File: src/rtl/prio_irq_pkg.sv
package prio_irq_pkg;

    localparam int SRC_COUNT = 5;
    localparam int EXT_COUNT = 2;
    localparam int TMR_COUNT = 2;
    localparam int PERIOD_W  = 12;

    typedef enum logic [1:0] {
        ARB_IDLE  = 2'd0,
        ARB_OFFER = 2'd1,
        ARB_FULL  = 2'd2
    } arb_state_t;

    // Period menu in 100 us ticks.
    function automatic logic [PERIOD_W-1:0] period_ticks(input logic [2:0] code);
        logic [PERIOD_W-1:0] p;
        case (code)
            3'd0:    p = 12'd1;
            3'd1:    p = 12'd10;
            3'd2:    p = 12'd20;
            3'd3:    p = 12'd50;
            3'd4:    p = 12'd100;
            3'd5:    p = 12'd500;
            3'd6:    p = 12'd1250;
            default: p = 12'd2500;
        endcase
        return p;
    endfunction

endpackage

File: src/rtl/pirq_edge_det.sv
module pirq_edge_det (
    input  logic clk,
    input  logic rst_n,
    input  logic pin,
    input  logic rise_sel,
    output logic evt
);
    logic sync1_q, sync2_q, prev_q;

    always_ff @(posedge clk) begin
        if (!rst_n) begin
            sync1_q <= 1'b0;
            sync2_q <= 1'b0;
            prev_q  <= 1'b0;
        end else begin
            sync1_q <= pin;
            sync2_q <= sync1_q;
            prev_q  <= sync2_q;
        end
    end

    assign evt = rise_sel ? (sync2_q & ~prev_q) : (~sync2_q & prev_q);

    AST_EDGE_SINGLE: assert property (@(posedge clk) disable iff (!rst_n)
        (evt && $stable(rise_sel)) |=> !(evt && rise_sel == $past(rise_sel)));

endmodule

File: src/rtl/pirq_tick_gen.sv
module pirq_tick_gen #(
    parameter int CLK_PER_TICK = 1000,
    localparam int CW = (CLK_PER_TICK > 1) ? $clog2(CLK_PER_TICK) : 1
) (
    input  logic clk,
    input  logic rst_n,
    output logic tick
);
    logic [CW-1:0] div_q;

    always_ff @(posedge clk) begin
        if (!rst_n)             div_q <= CW'(CLK_PER_TICK - 1);
        else if (div_q == '0)   div_q <= CW'(CLK_PER_TICK - 1);
        else                    div_q <= div_q - 1'b1;
    end

    assign tick = (div_q == '0);

    generate
        if (CLK_PER_TICK > 1) begin : g_gap_chk
            AST_TICK_GAP: assert property (@(posedge clk) disable iff (!rst_n)
                tick |=> !tick);
        end
    endgenerate

endmodule

File: src/rtl/pirq_period_timer.sv
module pirq_period_timer
    import prio_irq_pkg::*;
(
    input  logic       clk,
    input  logic       rst_n,
    input  logic       tick,
    input  logic       wr,
    input  logic [2:0] code_in,
    output logic       fire
);
    logic [2:0]          code_q;
    logic [PERIOD_W-1:0] cnt_q;
    logic [PERIOD_W-1:0] per_new, per_cur;

    assign per_new = period_ticks(code_in);
    assign per_cur = period_ticks(code_q);

    always_ff @(posedge clk) begin
        if (!rst_n) begin
            code_q <= 3'd0;
            cnt_q  <= '0;
        end else if (wr) begin
            code_q <= code_in;
            cnt_q  <= per_new - 1'b1;
        end else if (tick) begin
            cnt_q  <= (cnt_q == '0) ? per_cur - 1'b1 : cnt_q - 1'b1;
        end
    end

    assign fire = tick && !wr && (cnt_q == '0);

    AST_RESTART_QUIET: assert property (@(posedge clk) disable iff (!rst_n)
        (wr && code_in != 3'd0) |=> !fire);
    AST_COUNT_BOUND: assert property (@(posedge clk) disable iff (!rst_n)
        cnt_q < per_cur);

endmodule

File: src/rtl/pirq_arbiter.sv
module pirq_arbiter
    import prio_irq_pkg::*;
#(
    parameter int NSRC     = SRC_COUNT,
    parameter int MAX_NEST = 4,
    localparam int VEC_W   = $clog2(NSRC),
    localparam int DEPTH_W = $clog2(MAX_NEST + 1)
) (
    input  logic               clk,
    input  logic               rst_n,
    input  logic [NSRC-1:0]    src_evt,
    input  logic [NSRC-1:0]    src_en,
    input  logic               glob_en,
    input  logic               irq_ack,
    input  logic               irq_reti,
    output logic               irq_req,
    output logic [VEC_W-1:0]   irq_vec,
    output logic [NSRC-1:0]    pending,
    output logic [DEPTH_W-1:0] nest_depth
);
    arb_state_t          state_q, state_d;
    logic [NSRC-1:0]     pend_q, pend_d, isr_q, isr_d, elig;
    logic [VEC_W-1:0]    vec_q;
    logic [VEC_W:0]      best_idx, top_idx;
    logic                best_any, cand_ok, nest_full, take, pop;
    logic [DEPTH_W-1:0]  depth;

    assign elig = pend_q & src_en & {NSRC{glob_en}};

    // Lowest eligible code and lowest in-service code (NSRC when none).
    always_comb begin
        best_any = 1'b0;
        best_idx = (VEC_W+1)'(NSRC);
        top_idx  = (VEC_W+1)'(NSRC);
        for (int i = NSRC - 1; i >= 0; i--) begin
            if (elig[i]) begin
                best_any = 1'b1;
                best_idx = (VEC_W+1)'(i);
            end
            if (isr_q[i]) top_idx = (VEC_W+1)'(i);
        end
    end

    always_comb begin
        depth = '0;
        for (int i = 0; i < NSRC; i++) depth = depth + DEPTH_W'(isr_q[i]);
    end

    assign nest_full = (depth >= DEPTH_W'(MAX_NEST));
    assign cand_ok   = best_any && (best_idx < top_idx) && !nest_full;
    assign take      = (state_q == ARB_OFFER) && irq_ack;
    assign pop       = irq_reti && (isr_q != '0);

    // Next-state logic
    always_comb begin
        state_d = state_q;
        unique case (state_q)
            ARB_IDLE: begin
                if (nest_full)    state_d = ARB_FULL;
                else if (cand_ok) state_d = ARB_OFFER;
            end
            ARB_OFFER: begin
                if (irq_ack)      state_d = ARB_IDLE;
            end
            ARB_FULL: begin
                if (irq_reti)     state_d = ARB_IDLE;
            end
            default:              state_d = ARB_IDLE;
        endcase
    end

    // State register
    always_ff @(posedge clk) begin
        if (!rst_n) state_q <= ARB_IDLE;
        else        state_q <= state_d;
    end

    // Vector latch, taken on the move into ARB_OFFER
    always_ff @(posedge clk) begin
        if (!rst_n)
            vec_q <= '0;
        else if (state_q == ARB_IDLE && state_d == ARB_OFFER)
            vec_q <= best_idx[VEC_W-1:0];
    end

    // Pending and in-service masks
    always_comb begin
        pend_d = pend_q;
        isr_d  = isr_q;
        if (take) pend_d[vec_q] = 1'b0;
        pend_d = pend_d | (src_evt & src_en);
        if (pop)  isr_d = isr_q & (isr_q - 1'b1);
        if (take) isr_d[vec_q] = 1'b1;
    end

    always_ff @(posedge clk) begin
        if (!rst_n) begin
            pend_q <= '0;
            isr_q  <= '0;
        end else begin
            pend_q <= pend_d;
            isr_q  <= isr_d;
        end
    end

    // Outputs
    always_comb begin
        irq_req    = (state_q == ARB_OFFER);
        irq_vec    = vec_q;
        pending    = pend_q;
        nest_depth = depth;
    end

    AST_VEC_HOLD: assert property (@(posedge clk) disable iff (!rst_n)
        (irq_req && !irq_ack) |=> (irq_req && $stable(irq_vec)));
    AST_ACK_DROPS: assert property (@(posedge clk) disable iff (!rst_n)
        (irq_req && irq_ack) |=> !irq_req);
    AST_ACK_CLEARS: assert property (@(posedge clk) disable iff (!rst_n)
        (take && !(src_evt[vec_q] && src_en[vec_q])) |=> !pending[$past(vec_q)]);
    AST_ONLY_HIGHER: assert property (@(posedge clk) disable iff (!rst_n)
        irq_req |-> ({1'b0, irq_vec} < top_idx));
    AST_DEPTH_MAX: assert property (@(posedge clk) disable iff (!rst_n)
        depth <= DEPTH_W'(MAX_NEST));
    AST_FULL_QUIET: assert property (@(posedge clk) disable iff (!rst_n)
        nest_full |-> !irq_req);

endmodule

File: src/rtl/prio_irq_ctrl.sv
module prio_irq_ctrl
    import prio_irq_pkg::*;
#(
    parameter int CLK_PER_TICK = 1000,
    parameter int MAX_NEST     = 4,
    localparam int VEC_W       = $clog2(SRC_COUNT),
    localparam int DEPTH_W     = $clog2(MAX_NEST + 1)
) (
    input  logic                 clk,
    input  logic                 rst_n,
    input  logic [EXT_COUNT-1:0] ext_pin,
    input  logic [EXT_COUNT-1:0] ext_rise,
    input  logic [EXT_COUNT-1:0] ext_en,
    input  logic                 sio_done,
    input  logic                 sio_en,
    input  logic [TMR_COUNT-1:0] tmr_wr,
    input  logic [2:0]           tmr_code,
    input  logic [TMR_COUNT-1:0] tmr_en,
    input  logic                 glob_en,
    input  logic                 irq_ack,
    input  logic                 irq_reti,
    output logic                 irq_req,
    output logic [VEC_W-1:0]     irq_vec,
    output logic [SRC_COUNT-1:0] irq_pending,
    output logic [DEPTH_W-1:0]   nest_depth
);
    logic [EXT_COUNT-1:0] ext_evt;
    logic [TMR_COUNT-1:0] tmr_fire;
    logic                 tick;
    logic [SRC_COUNT-1:0] src_evt, src_en;

    genvar gi;
    generate
        for (gi = 0; gi < EXT_COUNT; gi++) begin : g_ext
            pirq_edge_det u_edge (
                .clk      (clk),
                .rst_n    (rst_n),
                .pin      (ext_pin[gi]),
                .rise_sel (ext_rise[gi]),
                .evt      (ext_evt[gi])
            );
        end
    endgenerate

    pirq_tick_gen #(.CLK_PER_TICK(CLK_PER_TICK)) u_tick (
        .clk   (clk),
        .rst_n (rst_n),
        .tick  (tick)
    );

    generate
        for (gi = 0; gi < TMR_COUNT; gi++) begin : g_tmr
            pirq_period_timer u_tmr (
                .clk     (clk),
                .rst_n   (rst_n),
                .tick    (tick),
                .wr      (tmr_wr[gi]),
                .code_in (tmr_code),
                .fire    (tmr_fire[gi])
            );
        end
    endgenerate

    // Vector order: ext pins, serial, timers.
    assign src_evt = {tmr_fire, sio_done, ext_evt};
    assign src_en  = {tmr_en,   sio_en,   ext_en};

    pirq_arbiter #(.NSRC(SRC_COUNT), .MAX_NEST(MAX_NEST)) u_arb (
        .clk        (clk),
        .rst_n      (rst_n),
        .src_evt    (src_evt),
        .src_en     (src_en),
        .glob_en    (glob_en),
        .irq_ack    (irq_ack),
        .irq_reti   (irq_reti),
        .irq_req    (irq_req),
        .irq_vec    (irq_vec),
        .pending    (irq_pending),
        .nest_depth (nest_depth)
    );

endmodule

File: config.mk
export PLATFORM = sky130hd
export DESIGN_NAME = prio_irq_ctrl
export DESIGN_NICKNAME = d
export VERILOG_FILES = /design/src/rtl/prio_irq_pkg.sv /design/src/rtl/pirq_edge_det.sv /design/src/rtl/pirq_tick_gen.sv /design/src/rtl/pirq_period_timer.sv /design/src/rtl/pirq_arbiter.sv /design/src/rtl/prio_irq_ctrl.sv
export SDC_FILE = /design/constraint.sdc
export NUM_CORES = 1
export LEC_CHECK = 0
export ABC_AREA = 1
export CORE_ASPECT_RATIO = 0.5
export CORE_UTILIZATION = 45
export DETAILED_ROUTE_END_ITERATION = 7
export DONT_BUFFER_PORTS = 1
export HOLD_SLACK_MARGIN = 0.03
export PLACE_DENSITY = 0.67
export SLEW_MARGIN = 10
export SYNTH_ARGS = -nofsm -noshare
export SYNTH_HDL_FRONTEND = slang
export SYNTH_SLANG_ARGS = --single-unit
File: constraint.sdc
create_clock -name clk -period 3.7 [get_ports clk]
set_input_delay 0.555 -clock clk [delete_from_list [all_inputs] [get_ports clk]]
set_output_delay 0.555 -clock clk [all_outputs]
set_load 0.1 [all_outputs]
==> metrics.md <==
| Metric | Value |
|---|---|
| Status | `completed` |
| WL met2 | `4007 microns` |
| Max frequency | `317.5 MHz` |
| Largest net degree at the start of global routing | `23` |
| P_leak | `0.002089 uW` |
| Core box area | `8202 sq um` |
| Setup bufs post-CTS | `0` |
| Critical R2R Launch | `u_arb.isr_q[0]` |
| Sequential element share of the synthesized area | `0.3126` |
| Setup TNS | `0 ns` |
| Die height | `67.88 microns` |
| Syn Inst Count | `607` |
| Cells after DPL | `715` |
| Vias post-DR | `3714` |
| Measured slew at the worst slew-check pin | `1.056 ns` |
| Hold-fix buffer count after cts | `0` |
| DRC Markers | `0` |
| Final nets | `645` |
| Net switching power | `565.6 uW` |
| Antenna-violating nets left | `0` |
| Remaining Overflow, GRT | `0` |
| Routability cong. | `0.9383` |
| Die X | `133.8 microns` |
| Post-CTS sizing | `0` |
| Layout Utilization | `0.5349` |
| CTS sink cnt | `61` |
| Gate power share | `0.178` |
| Synth cell types | `44` |
| XOR/XNOR Fraction of Synth Area | `0.01345` |
| Simple-gate share of the synthesized area | `0.3584` |
| Wire per inst | `12.67 microns` |
| Area growth syn-to-layout | `12.30%` |
| P_int | `1442 uW` |
| Endpoints failing setup | `0` |
| Starting Density | `0.4763` |
| Clk_skew | `0.007502 ns` |
| Worst Setup SP | `u_arb.isr_q[0]` |
| Worst vdd ir | `222.9 uV` |
| CP Class | `reg2out` |
| Sw frac | `0.2817` |
| Bufs on Longest Clock Path | `2` |
| Yosys warns | `0` |
| Power Dens Cells | `457.7 nW/um^2` |
| Worst Hold Class | `in2reg` |
| Synth Cell Area | `3906 sq um` |
| Highest routed metal layer | `met4` |
| Final Power | `2008 uW` |
| Pre-antenna DRT Iters | `5` |
| Power share of the clock group | `0.466` |
| Layout cells sized above 1 | `0.1036` |
| Area fraction in compound gates after synthesis | `0.1525` |
| DP HPWL | `7014 microns` |
| Drt total wl | `9246 microns` |
| Post-route setup slack | `0.5499 ns` |
| Mux cell area share after synthesis | `0` |
| RSZ-0062 raised after global routing | `no` |
| # port buffers | `0` |
| Root Buffer | `clkbuf_16` |
| Vias in the first global route | `3248` |
| Worst slack at placement | `0.7509 ns` |
| H-tree levels | `3` |
| Sequential Power Share | `0.355` |
| Relative slew slack | `0.2953` |
| Async set-reset flop share out of synthesis | `0` |
| Wire length on met3 | `611 microns` |
| Routed met1 length | `4490 microns` |
| FP Rows | `23` |
| CTS buffer count | `9` |
| Routed vias/inst | `5.088` |
| Post-synth EDFFs | `0` |
| CP Launch Type | `flip-flop` |
| Initial antenna violation count | `0` |
| Clk pin slew, worst setup/hold paths | `0.05 ns` |
| Hold Crit Start | `tmr_wr[1]` |
| Global Route Usage Sum | `0.2195` |
| Syn_nets | `638` |
| Register bit total from synthesis | `61` |
| Clock Latency Late Sink | `0.34 ns` |
| Maxcap violations | `0` |
| N_diodes | `0` |
| Maximum net fanout on the critical path | `5` |
| Worst setup EP type | `output pin` |
| Tcrit/Tclk final | `0.8514` |
| Ys flop type | `dfxtp_1` |
| Full die area | `9080 sq um` |
| WP data arrival | `2.60 ns` |
| Syn_area_per_cell | `6.435 sq um` |
| Slew Limit Fails | `0` |
| TritonCTS clock tree | `done` |
| Global-route wire length before repair | `15320 microns` |
| Largest family of logic cells by synthesized area | `simple AND/OR/NAND/NOR gates` |
| Tmin final | `3.150 ns` |
| Fin. Hold Viols | `0` |
| Synth Area in Adders | `0.03908` |
| IO Pins | `32` |
| Iter 0 DRT Violations | `193` |
| CP required | `3.14 ns` |
| Layout Cells excl Fill | `730` |
power groups by stage:
stage / combinational (uW) / clock (uW) / sequential [uW]
2_1_floorplan: 292 / 0 / 729
3_3_place_gp: 354 / 0 / 726
3_5_place_dp: 353 / 0 / 726
4_1_cts: 355 / 957 / 713
5_1_grt: 406 / 990 / 716
6_report: 358 / 936 / 713
final timing paths:
path / end / slack, ns / cells after the start
worst max-delay path: nest_depth[1] / 0.55 / 8
worst min-delay path: g_tmr[1].u_tmr.code_q[1] / 0.30 / 1
worst max register to register: u_arb.irq_vec[0] / 0.74 / 13
worst min register to register: g_ext[1].u_edge.sync2_q / 0.41 / 2
per-layer routing:
metal	global-route usage	vias up
met3	0.06000	13
met1	0.2733	1633
met5	0	-
li1	-	1963
met2	0.3711	105
met4	0.07955	0
registers in the layout (all words and copies together), names as in the netlist:
signal / count
u_arb.state_q: 2
g_tmr.u_tmr.code_q: 6
g_ext.u_edge.sync1_q: 2
u_arb.irq_vec: 3
u_arb.isr_q: 5
g_tmr.u_tmr.cnt_q: 24
g_ext.u_edge.sync2_q: 2
g_ext.u_edge.prev_q: 2
u_arb.pending: 5
u_tick.div_q: 10
placed cells by master, fill, tap and decap left out, types with 8 or more instances in the layout:
cell type / count
o22ai_1: 10
nand2_1: 142
a21oi_1: 40
nand3_1: 62
buf_4: 10
o21ai_0: 23
dfxtp_1: 61
nor3_1: 8
inv_2: 8
ha_1: 9
nor2_1: 53
clkbuf_16: 9
inv_1: 101
nor2_2: 9
through the flow:
step | area (sq um) | hold slack (ns)
2_1_floorplan | 3906 | 0.3799
3_5_place_dp | 4053 | 0.4035
3_3_place_gp | 4053 | 0.3933
6_report | 4387 | 0.3046
4_1_cts | 4387 | 0.2909
5_1_grt | 4387 | 0.3033
logic make-up after synthesis:
group / count (synthesis)
AOI/OAI and AO/OA: 102
buffers and inverters: 124
xor gates and xnor gates: 6
adders and majority gates: 11
DFF: 61
and+or+nand+nor: 303
critical path: stages (launching register included):
cell and delay (ns):
dfxtp_1 0.38, inv_1 0.10, ha_1 0.29, inv_1 0.05
fa_1 0.47, inv_1 0.04, ha_1 0.18, fa_1 0.47
buf_4 0.28
cell usage after synthesis, types with 4 or more instances:
cell | number | area [sq um]
nand2_2 | 6 | 37.54
a21oi_1 | 40 | 200.2
o21ai_1 | 4 | 20.02
nor2_4 | 4 | 45.04
o22ai_1 | 10 | 62.56
o211ai_1 | 6 | 45.04
nand2_1 | 142 | 533.0
nand3_1 | 62 | 310.3
inv_2 | 8 | 30.03
xnor2_1 | 4 | 35.03
nor2_1 | 54 | 202.7
a31oi_1 | 5 | 31.28
ha_1 | 9 | 112.6
inv_1 | 101 | 379.1
nor3_1 | 8 | 40.04
nand3_2 | 4 | 40.04
clkbuf_1 | 6 | 22.52
o21ai_0 | 23 | 115.1
buf_4 | 4 | 30.03
nor2_2 | 8 | 50.05
dfxtp_1 | 61 | 1221
nand4_1 | 6 | 37.54
cell type report:
type | instances | area, sq um
multi-input cells | 422 | 2203
fillers | 833 | 3815
repair buffers | 10 | 75.07
inverters | 110 | 412.9
flip-flops and latches | 61 | 1221
clock buffers | 12 | 266.5
well taps | 112 | 140.1
clock inverters | 3 | 67.56
Note: power is estimated with default switching activity, not from simulation.
